==> config.mk <==
export PLATFORM = sky130hd
export DESIGN_NAME = hbd_bus_detect
export DESIGN_NICKNAME = d
export VERILOG_FILES = /design/src/rtl/hbd_pkg.sv /design/src/rtl/hbd_sync.sv /design/src/rtl/hbd_datapath.sv /design/src/rtl/hbd_control.sv /design/src/rtl/hbd_bus_detect.sv
export SDC_FILE = /design/constraint.sdc
export NUM_CORES = 1
export LEC_CHECK = 0
export BUFFER_PORTS_ARGS = -buffer_cell sky130_fd_sc_hd__buf_4
export CAP_MARGIN = 40
export CORE_AREA = 2 2 39 41
export DETAILED_ROUTE_END_ITERATION = 10
export DIE_AREA = 0 0 41 43
export GPL_TIMING_DRIVEN = 0
export PLACE_DENSITY = 0.61
export SETUP_SLACK_MARGIN = 0.15
export SYNTH_ARGS = -nofsm -noshare
export SYNTH_HDL_FRONTEND = slang
export SYNTH_SLANG_ARGS = --single-unit
==> constraint.sdc <==
create_clock -name clk -period 1.3 [get_ports clk]
set_input_delay 0.325 -clock clk [delete_from_list [all_inputs] [get_ports clk]]
set_output_delay 0.325 -clock clk [all_outputs]
set_load 0.05 [all_outputs]
==> src/rtl/hbd_pkg.sv <==
package hbd_pkg;

  typedef enum logic {
    ST_DETECT = 1'b0,
    ST_LOCKED = 1'b1
  } hbdState_t;

  // Observations from the datapath, already qualified by the priming window
  typedef struct packed {
    logic dsWrite;   // data strobe fell with direction held at write
    logic a0Edge;    // A0 changed level
    logic csAct;     // chip select active (and primed)
    logic rdLow;     // read / data strobe low
    logic dirRead;   // direction line at read level
  } hbdEvent_t;

  // Strobes from control to datapath
  typedef struct packed {
    logic setDirStrobe;
    logic setNonMux;
  } hbdStrobe_t;

  localparam int PIN_CS = 3;
  localparam int PIN_RD = 2;
  localparam int PIN_WR = 1;
  localparam int PIN_A0 = 0;
  localparam int PIN_W  = 4;

endpackage

==> src/rtl/hbd_sync.sv <==
module hbd_sync #(
  parameter int WIDTH = 4,
  parameter int STAGES = 2,
  parameter logic [WIDTH-1:0] RST_VAL = '0
) (
  input  logic             clk,
  input  logic             rstN,
  input  logic [WIDTH-1:0] din,
  output logic [WIDTH-1:0] dout
);

  logic [WIDTH-1:0] chain [STAGES];

  always_ff @(posedge clk or negedge rstN) begin
    if (!rstN) chain[0] <= RST_VAL;
    else       chain[0] <= din;
  end

  for (genvar s = 1; s < STAGES; s++) begin : g_stage
    always_ff @(posedge clk or negedge rstN) begin
      if (!rstN) chain[s] <= RST_VAL;
      else       chain[s] <= chain[s-1];
    end
  end

  assign dout = chain[STAGES-1];

endmodule

==> src/rtl/hbd_datapath.sv <==
module hbd_datapath
  import hbd_pkg::*;
#(
  parameter int SYNC_STAGES = 2
) (
  input  logic             clk,
  input  logic             rstN,
  input  logic [PIN_W-1:0] pinsRaw,
  input  hbdStrobe_t       strobe,
  output hbdEvent_t        evt,
  output logic             dirStrobeQ,
  output logic             nonMuxQ
);

  localparam int PRIME_MAX = SYNC_STAGES + 1;
  localparam int CNT_W = $clog2(PRIME_MAX + 1);
  localparam logic [PIN_W-1:0] IDLE_PINS = 4'b1110;
  localparam logic [CNT_W-1:0] PRIME_END = CNT_W'(PRIME_MAX);

  logic [PIN_W-1:0] pinsCur;
  logic [PIN_W-1:0] pinsPrev;
  logic [CNT_W-1:0] primeCnt;
  logic             primed;

  hbd_sync #(
    .WIDTH  (PIN_W),
    .STAGES (SYNC_STAGES),
    .RST_VAL(IDLE_PINS)
  ) i_sync (
    .clk (clk),
    .rstN(rstN),
    .din (pinsRaw),
    .dout(pinsCur)
  );

  always_ff @(posedge clk or negedge rstN) begin
    if (!rstN) begin
      pinsPrev <= IDLE_PINS;
      primeCnt <= '0;
    end else begin
      pinsPrev <= pinsCur;
      if (primeCnt != PRIME_END) primeCnt <= primeCnt + 1'b1;
    end
  end

  assign primed = (primeCnt == PRIME_END);

  always_comb begin
    evt.dsWrite = primed && pinsPrev[PIN_RD] && !pinsCur[PIN_RD]
                  && !pinsPrev[PIN_WR] && !pinsCur[PIN_WR];
    evt.a0Edge  = primed && (pinsPrev[PIN_A0] != pinsCur[PIN_A0]);
    evt.csAct   = primed && !pinsCur[PIN_CS];
    evt.rdLow   = !pinsCur[PIN_RD];
    evt.dirRead = pinsCur[PIN_WR];
  end

  always_ff @(posedge clk or negedge rstN) begin
    if (!rstN) begin
      dirStrobeQ <= 1'b0;
      nonMuxQ    <= 1'b0;
    end else begin
      if (strobe.setDirStrobe) dirStrobeQ <= 1'b1;
      if (strobe.setNonMux)    nonMuxQ    <= 1'b1;
    end
  end

endmodule

==> src/rtl/hbd_control.sv <==
module hbd_control
  import hbd_pkg::*;
(
  input  logic       clk,
  input  logic       rstN,
  input  hbdEvent_t  evt,
  input  logic       dirStrobeQ,
  output hbdStrobe_t strobe,
  output logic       lockedQ
);

  hbdState_t state;
  hbdState_t stateNxt;
  logic      detecting;
  logic      readAccess;

  assign detecting  = (state == ST_DETECT);
  assign readAccess = evt.csAct && evt.rdLow && (!dirStrobeQ || evt.dirRead);

  always_comb begin
    stateNxt = state;
    if (detecting && readAccess) stateNxt = ST_LOCKED;
  end

  always_comb begin
    strobe.setDirStrobe = detecting && evt.dsWrite;
    strobe.setNonMux    = detecting && evt.a0Edge;
  end

  always_ff @(posedge clk or negedge rstN) begin
    if (!rstN) state <= ST_DETECT;
    else       state <= stateNxt;
  end

  assign lockedQ = (state == ST_LOCKED);

endmodule

==> src/rtl/hbd_bus_detect.sv <==
module hbd_bus_detect
  import hbd_pkg::*;
#(
  parameter int SYNC_STAGES = 2
) (
  input  logic clk,
  input  logic rstN,
  input  logic hostCsN,
  input  logic hostRdN,
  input  logic hostWrN,
  input  logic hostA0,
  output logic dirStrobeMode,
  output logic busMuxed,
  output logic modeLocked
);

  hbdEvent_t  evt;
  hbdStrobe_t strobe;
  logic       dirStrobeQ;
  logic       nonMuxQ;
  logic [PIN_W-1:0] pinsRaw;

  assign pinsRaw = {hostCsN, hostRdN, hostWrN, hostA0};

  hbd_datapath #(.SYNC_STAGES(SYNC_STAGES)) i_dp (
    .clk       (clk),
    .rstN      (rstN),
    .pinsRaw   (pinsRaw),
    .strobe    (strobe),
    .evt       (evt),
    .dirStrobeQ(dirStrobeQ),
    .nonMuxQ   (nonMuxQ)
  );

  hbd_control i_ctl (
    .clk       (clk),
    .rstN      (rstN),
    .evt       (evt),
    .dirStrobeQ(dirStrobeQ),
    .strobe    (strobe),
    .lockedQ   (modeLocked)
  );

  assign dirStrobeMode = dirStrobeQ;
  assign busMuxed      = !nonMuxQ;

endmodule

==> summary.json, run 1 <==
{
  "setup_path": {
    "r2r_slack_ns": 0.08,
    "crit_path_end_kind": "register",
    "crit_fanout": 1,
    "worstSetupStartpointType": "register",
    "timing.critical_path.slowest_stage_cell": "dfstp_2",
    "critical_path_max_stage_delay_ns": 0.52,
    "timing.critical_path.cells": "or4b_4 > o31ai_2",
    "worst_ep_required_ns": 1.49,
    "startpoint_to_endpoint_class_of_the_critical_path": "register to register",
    "crit_arrival_ns": 1.41
  },
  "detailed_routing": {
    "wirelength_um": 701,
    "via_count_normalized_by_instance_count": 4.45,
    "detail_route.wl_per_cell_um": 11.3,
    "drc_errors": 0,
    "final_antenna_net_count": 0,
    "initialDrtViolationCount": 2,
    "num_vias": 276,
    "drt_pre_antenna_iters": 2
  },
  "yosys": {
    "synth_enable_flop_cells": 0,
    "syn-instance-count": 29,
    "synthTopCellsByArea": "dfstp_2, dfrtp_1, xnor2_1, inv_1, ha_1",
    "asyncSetResetFlopFracSynth": 1.00,
    "synth_flop_cell": "dfstp_2",
    "synth_common_cells": "dfrtp_1, dfstp_2, inv_1",
    "synthesis.area_um2": 514,
    "seq_area_frac_synth": 0.798,
    "syn_nets": 36,
    "yosysTopAreaCellShare": 0.409,
    "yosys_warnings": 0,
    "synth_top_cell_by_area": "dfstp_2",
    "synth-seq-cells": 16,
    "postSynthAreaPerCell_um2": 17.7,
    "ys_types": 11
  },
  "die": {
    "core_area_um2": 1380,
    "floorplan.die_area_um2": 1760,
    "die_width_um": 41,
    "fp.dieH_um": 43,
    "initial_core_util": 0.372,
    "rows": 14,
    "top_level_ports": 9
  },
  "clocking": {
    "cts-htree-levels": 1,
    "clk_path_buf_depth": 2,
    "cts_inserted_buffers": 3,
    "clk-insertion-delay-late_ns": 0.28,
    "cts_tree": "yes",
    "clock_tree.root_cell": "clkbuf_4",
    "cts.sinks": 16,
    "clk_transition_reported_paths_ns": 0.09
  },
  "timing": {
    "rsz_0062_raised_after_global_routing": "yes",
    "hold_viol_final": 0,
    "timing.final.max_slew_violations": 0,
    "final_min_period_over_clock_period": 0.936,
    "timing.final.setup_violations": 0,
    "fmax_mhz": 822,
    "tightest_slew_ns": 0.265,
    "clock_skew_ns": 0.00627,
    "final_period_minus_worst_setup_slack_ns": 1.22,
    "hold-worst-slack_ns": 0.147,
    "finalSetupTns_ns": 0,
    "slew_headroom": 0.821
  },
  "power": {
    "power.static_leakage_uw": 0.000308,
    "largest_vdd_supply_drop_mv": 0.484,
    "power.density_nw_per_um2": 1310,
    "pwr_total_uw": 898
  },
  "hold_path": {
    "holdCritPathClass": "input pin to register"
  },
  "cells_and_area": {
    "finish.net_count": 54,
    "drive_gt1_frac": 0.652,
    "synthToLayoutAreaGrowth_pct": 32.8,
    "antennaDiodeCount": 0,
    "design_area_um2": 683
  },
  "grt": {
    "maximum_number_of_pins_on_one_net_before_global_route_repair": 17,
    "grt_pass1_vias": 261,
    "grt_pass1_wl_um": 1090,
    "track_usage": 0.101,
    "grt-ovfl-total": 0,
    "number_of_antenna_violations_at_the_first_check_in_global_routing": 0
  },
  "placement": {
    "placed_cell_area_um2": 596,
    "finalWeightedCongestion": 0.640,
    "port-buffer-count": 8
  },
  "outcome": {
    "outcome": "finished, final reports clean"
  },
  "run": {
    "cap_violations": 0
  }
}
cells by family (layout without fill, tap and decap cells):
family | count (synthesis) | in the layout | synth area share
DFF | 16 | 16 | 0.798
buffers and inverters | 4 | 21 | 0.0292
AOI/OAI and AO/OA | 3 | 3 | 0.0560
xor gates and xnor gates | 2 | 2 | 0.0341
and+or+nand+nor | 2 | 2 | 0.0365
adders and majority gates | 1 | 1 | 0.0243
muxes | 1 | 1 | 0.0219
layout make-up:
class,count,area (µm²)
fillers,126,701
repair buffers,13,115
clock buffers,4,26.3
flip-flops and latches,16,412
inverters,4,15.0
well taps,16,20.0
multi-input cells,9,95.1
report_power, final:
group | internal (µW) | switching, µW
Clock | 119 | 137
Combinational | 48.2 | 49.7
Sequential | 532 | 11.7
state kept, by name, summed over array words and instances (netlist names):
register	flops
i_dp.dirStrobeQ	1
i_ctl.lockedQ	1
i_dp.pinsPrev	3
i_dp.i_sync.chain	4
i_dp.i_sync.dout	4
i_dp.primeCnt	2
i_dp.nonMuxQ	1
critical path, delay by kind of cell (launching register included):
family / cells / cell delay (ns)
DFF: 1 / 0.52
AOI/OAI and AO/OA: 1 / 0.18
and+or+nand+nor: 1 / 0.44
final timing paths:
path,depth (start not counted),start,end
worst max-delay path,2,i_dp.pinsPrev[2]$_DFF_PN1_,i_dp.dirStrobeQ$_DFFE_PN0P_
worst min-delay path,1,hostA0,i_dp.i_sync.chain[4]$_DFF_PN0_
worst max register to register,2,i_dp.pinsPrev[2]$_DFF_PN1_,i_dp.dirStrobeQ$_DFFE_PN0P_
worst min register to register,0,i_dp.i_sync.chain[4]$_DFF_PN0_,i_dp.i_sync.dout[0]$_DFF_PN0_
max in group asynchronous,2,rstN,i_dp.i_sync.chain[6]$_DFF_PN1_
min in group asynchronous,2,rstN,i_dp.i_sync.chain[4]$_DFF_PN0_
per-stage QoR:
step	utilization	cells	setup WS, ns
6_report	0.494	62	0.0830
2_1_floorplan	-	29	0.0374
3_5_place_dp	0.430	53	0.0950
4_1_cts	0.478	60	0.0761
3_3_place_gp	0.430	53	0.103
5_1_grt	0.494	62	0.0353
cell usage in the layout, fill, tap and decap left out, drive strengths merged:
cell type / n
dfstp: 8
ha: 1
or4b: 1
xnor2: 2
clkbuf: 4
o41ai: 1
mux2: 1
dlygate4sd3: 1
o31ai: 2
and2b: 1
dfrtp: 8
buf: 12
inv: 4
timing repair:
action                                  CTS  global route
endpoints found under the setup margin    5             6
endpoints found under the hold margin     8             0
hold buffers                              1             0
resized for setup                         5             2
setup buffers                             2             2
layer usage:
layer  vias to the layer above  track usage  wire length [µm]
met5                         -            0                 0
met4                         0       0.0800                 0
met3                         0       0.0471                37
met2                         9        0.131               373
met1                       136        0.122               290
li1                        131            -                 -
Power figures use the tool's default switching activity.
==> run 2: changes to the inputs <==
==> constraint.sdc (replaced) <==
create_clock -name clk -period 1.3 [get_ports clk]
set_input_delay 0.195 -clock clk [delete_from_list [all_inputs] [get_ports clk]]
set_output_delay 0.195 -clock clk [all_outputs]
set_load 0.05 [all_outputs]
==> summary.json, run 2 (synthesis results as in run 1) <==
{
  "outcome": {
    "outcome": "finished, final reports clean"
  },
  "timing": {
    "timing.final.setup_violations": {"value": 0, "change": "unchanged"},
    "timing.final.max_slew_violations": {"value": 0, "change": "unchanged"},
    "clock_skew": {"value": 0.00627, "unit": "ns", "change": "unchanged"},
    "rsz_0062_raised_after_global_routing": "yes",
    "hold_viol_final": {"value": 0, "change": "unchanged"},
    "tightest_slew": {"value": 0.265, "unit": "ns", "change": "unchanged"},
    "slew_headroom": {"value": 0.821, "change": "unchanged"},
    "final_period_minus_worst_setup_slack": {"value": 1.22, "unit": "ns", "change": "-0.000000500 ns"},
    "final_min_period_over_clock_period": {"value": 0.936, "change": "about the same"},
    "fmax": {"value": 822, "unit": "MHz", "change": "unchanged"},
    "finalSetupTns": {"value": 0, "unit": "ns", "change": "unchanged"}
  },
  "power": {
    "power.static_leakage": {"value": 0.000290, "unit": "µW", "change": "-5.7%"},
    "largest_vdd_supply_drop": {"value": 0.477, "unit": "mV", "change": "-1.5%"},
    "p_comb_frac": {"value": 0.090, "change": "-0.019"},
    "power.clock.fraction": {"value": 0.292, "change": "+0.007"},
    "power.density": {"value": 1350, "unit": "nW/µm²", "change": "+2.6%"},
    "power_switching_share": {"value": 0.222, "change": "about the same"},
    "p_sw": {"value": 195, "unit": "µW", "change": "-2.1%"},
    "int_power": {"value": 684, "unit": "µW", "change": "-2.2%"},
    "share_seq_of_total_power": {"value": 0.618, "change": "+0.013"}
  },
  "die": {
    "fp.dieH": {"value": 43, "unit": "µm", "change": "unchanged"},
    "floorplan.die_area": {"value": 1760, "unit": "µm²", "change": "unchanged"},
    "die_width": {"value": 41, "unit": "µm", "change": "unchanged"},
    "top_level_ports": {"value": 9, "change": "unchanged"},
    "core_area": {"value": 1380, "unit": "µm²", "change": "unchanged"},
    "rows": {"value": 14, "change": "unchanged"},
    "initial_core_util": {"value": 0.372, "change": "unchanged"}
  },
  "placement": {
    "placed_cell_area": {"value": 596, "unit": "µm²", "change": "unchanged"},
    "finalWeightedCongestion": {"value": 0.640, "change": "unchanged"},
    "port-buffer-count": {"value": 8, "change": "unchanged"}
  },
  "detailed_routing": {
    "wirelength": {"value": 682, "unit": "µm", "change": "-2.7%"},
    "via_count_normalized_by_instance_count": {"value": 4.39, "change": "-1.4%"},
    "drc_errors": {"value": 0, "change": "unchanged"},
    "num_vias": {"value": 259, "change": "-6.2%"},
    "detail_route.wl_per_cell": {"value": 11.6, "unit": "µm", "change": "+2.2%"},
    "drt_pre_antenna_iters": {"value": 2, "change": "unchanged"},
    "final_antenna_net_count": {"value": 0, "change": "unchanged"},
    "initialDrtViolationCount": {"value": 2, "change": "unchanged"}
  },
  "setup_path": {
    "worstPathBufferInverterCount": {"value": 0, "change": "unchanged"},
    "startpoint_to_endpoint_class_of_the_critical_path": "register to register",
    "critical_path_max_stage_delay": {"value": 0.52, "unit": "ns", "change": "about the same"},
    "worst_ep_required": {"value": 1.49, "unit": "ns", "change": "about the same"},
    "worstSetupStartpointType": "register",
    "worst_r2r_startpoint": "i_dp.pinsPrev[2]$_DFF_PN1_",
    "timing.critical_path.cells": "or4b_4 > o31ai_2",
    "timing.critical_path.slowest_stage_cell": "dfstp_2",
    "crit_arrival": {"value": 1.41, "unit": "ns", "change": "about the same"},
    "crit_fanout": {"value": 1, "change": "unchanged"},
    "crit_path_end_kind": "register",
    "startpoint": "i_dp.pinsPrev[2]$_DFF_PN1_",
    "path_delay_family": "flip-flops"
  },
  "grt": {
    "grt_pass1_wl": {"value": 1090, "unit": "µm", "change": "unchanged"},
    "number_of_antenna_violations_at_the_first_check_in_global_routing": {"value": 0, "change": "unchanged"},
    "track_usage": {"value": 0.101, "change": "unchanged"},
    "maximum_number_of_pins_on_one_net_before_global_route_repair": {"value": 17, "change": "unchanged"},
    "grt-ovfl-total": {"value": 0, "change": "unchanged"},
    "grt_pass1_vias": {"value": 261, "change": "unchanged"}
  },
  "run": {
    "cap_violations": {"value": 0, "change": "unchanged"}
  },
  "cells_and_area": {
    "antennaDiodeCount": {"value": 0, "change": "unchanged"},
    "layout.cells.most_common_list": "dfstp_2, dfrtp_1, buf_4, inv_1, clkbuf_4",
    "finalCoreUtilization": {"value": 0.471, "change": "-0.0226"},
    "synthToLayoutAreaGrowth_pct": 26.8,
    "drive_gt1_frac": {"value": 0.581, "change": "-0.0708"},
    "layout_commonest_cell": "dfstp_2",
    "finish.net_count": {"value": 51, "change": "-5.6%"},
    "design_area": {"value": 652, "unit": "µm²", "change": "-4.6%"}
  },
  "clocking": {
    "cts.sinks": {"value": 16, "change": "unchanged"},
    "cts_inserted_buffers": {"value": 3, "change": "unchanged"},
    "clk-insertion-delay-late": {"value": 0.28, "unit": "ns", "change": "about the same"},
    "postCtsSetupBuffers": {"value": 0, "change": "-2"},
    "clock_tree.root_cell": "clkbuf_4",
    "cts-htree-levels": {"value": 1, "change": "unchanged"},
    "cts_tree": "yes",
    "clk_transition_reported_paths": {"value": 0.08, "unit": "ns", "change": "about the same"},
    "clk_path_buf_depth": {"value": 2, "change": "unchanged"}
  },
  "hold_path": {
    "hold_path.startpoint": "hostWrN",
    "holdCritPathClass": "input pin to register"
  }
}
run 2: changes by cell type in the layout (fill, tap and decap cells not counted), sizes merged:
cell         previous run  this run
buf                    12         8
dlygate4sd3             1         2
run 2: area by class of cell:
type                    count  area, µm²
inverters                   4       15.0
multi-input cells           9       95.1
flip-flops and latches     16        412
clock buffers               4       26.3
fillers                   127        732
repair buffers             10       83.8
well taps                  16       20.0
run 2: through the flow:
step / hold slack, ns / total power [µW] / instances / setup WS [ns]
after floorplan: -0.101 / 588 / 29 / 0.0374
final: 0.0232 / 879 / 59 / 0.0830
after detailed placement: 0.0564 / 625 / 53 / 0.0950
after global routing: 0.00180 / 927 / 59 / 0.0353
after CTS: 0.00538 / 889 / 58 / 0.0761
after global placement: 0.0502 / 621 / 53 / 0.103
run 2: power groups by stage:
stage          Clock (µW)  Sequential (µW)  Combinational, µW
3_3_place_gp            0              550               71.2
3_5_place_dp            0              552               73.5
4_1_cts               271              543               75.9
2_1_floorplan           0              563               24.8
5_1_grt               294              546               86.8
6_report              256              543               79.3
run 2: timing repair:
action / in CTS / in global routing
hold endpoints to repair: 16 / 1
endpoints found under the setup margin: 2 / 4
resized for setup: 0 / 3
hold buffers: 1 / 1
run 2: final timing paths:
kind | end | slack (ns) | depth (start not counted)
setup / recovery | i_dp.dirStrobeQ$_DFFE_PN0P_ | 0.08 | 2
hold / removal | i_dp.i_sync.chain[5]$_DFF_PN1_ | 0.02 | 1
setup reg to reg | i_dp.dirStrobeQ$_DFFE_PN0P_ | 0.08 | 2
hold reg to reg | i_dp.i_sync.dout[0]$_DFF_PN0_ | 0.36 | 0
max in group asynchronous | i_dp.i_sync.chain[6]$_DFF_PN1_ | 0.76 | 2
min in group asynchronous | i_dp.i_sync.chain[4]$_DFF_PN0_ | 0.29 | 2
run 2: metal layers:
| layer | wire length [µm] | global-route usage | vias to the layer above |
|---|---|---|---|
| li1 | - | - | 124 |
| met1 | 284 | 0.122 | 126 |
| met2 | 358 | 0.131 | 9 |
| met3 | 39 | 0.0471 | 0 |
| met4 | 0 | 0.0800 | 0 |
| met5 | 0 | 0 | - |
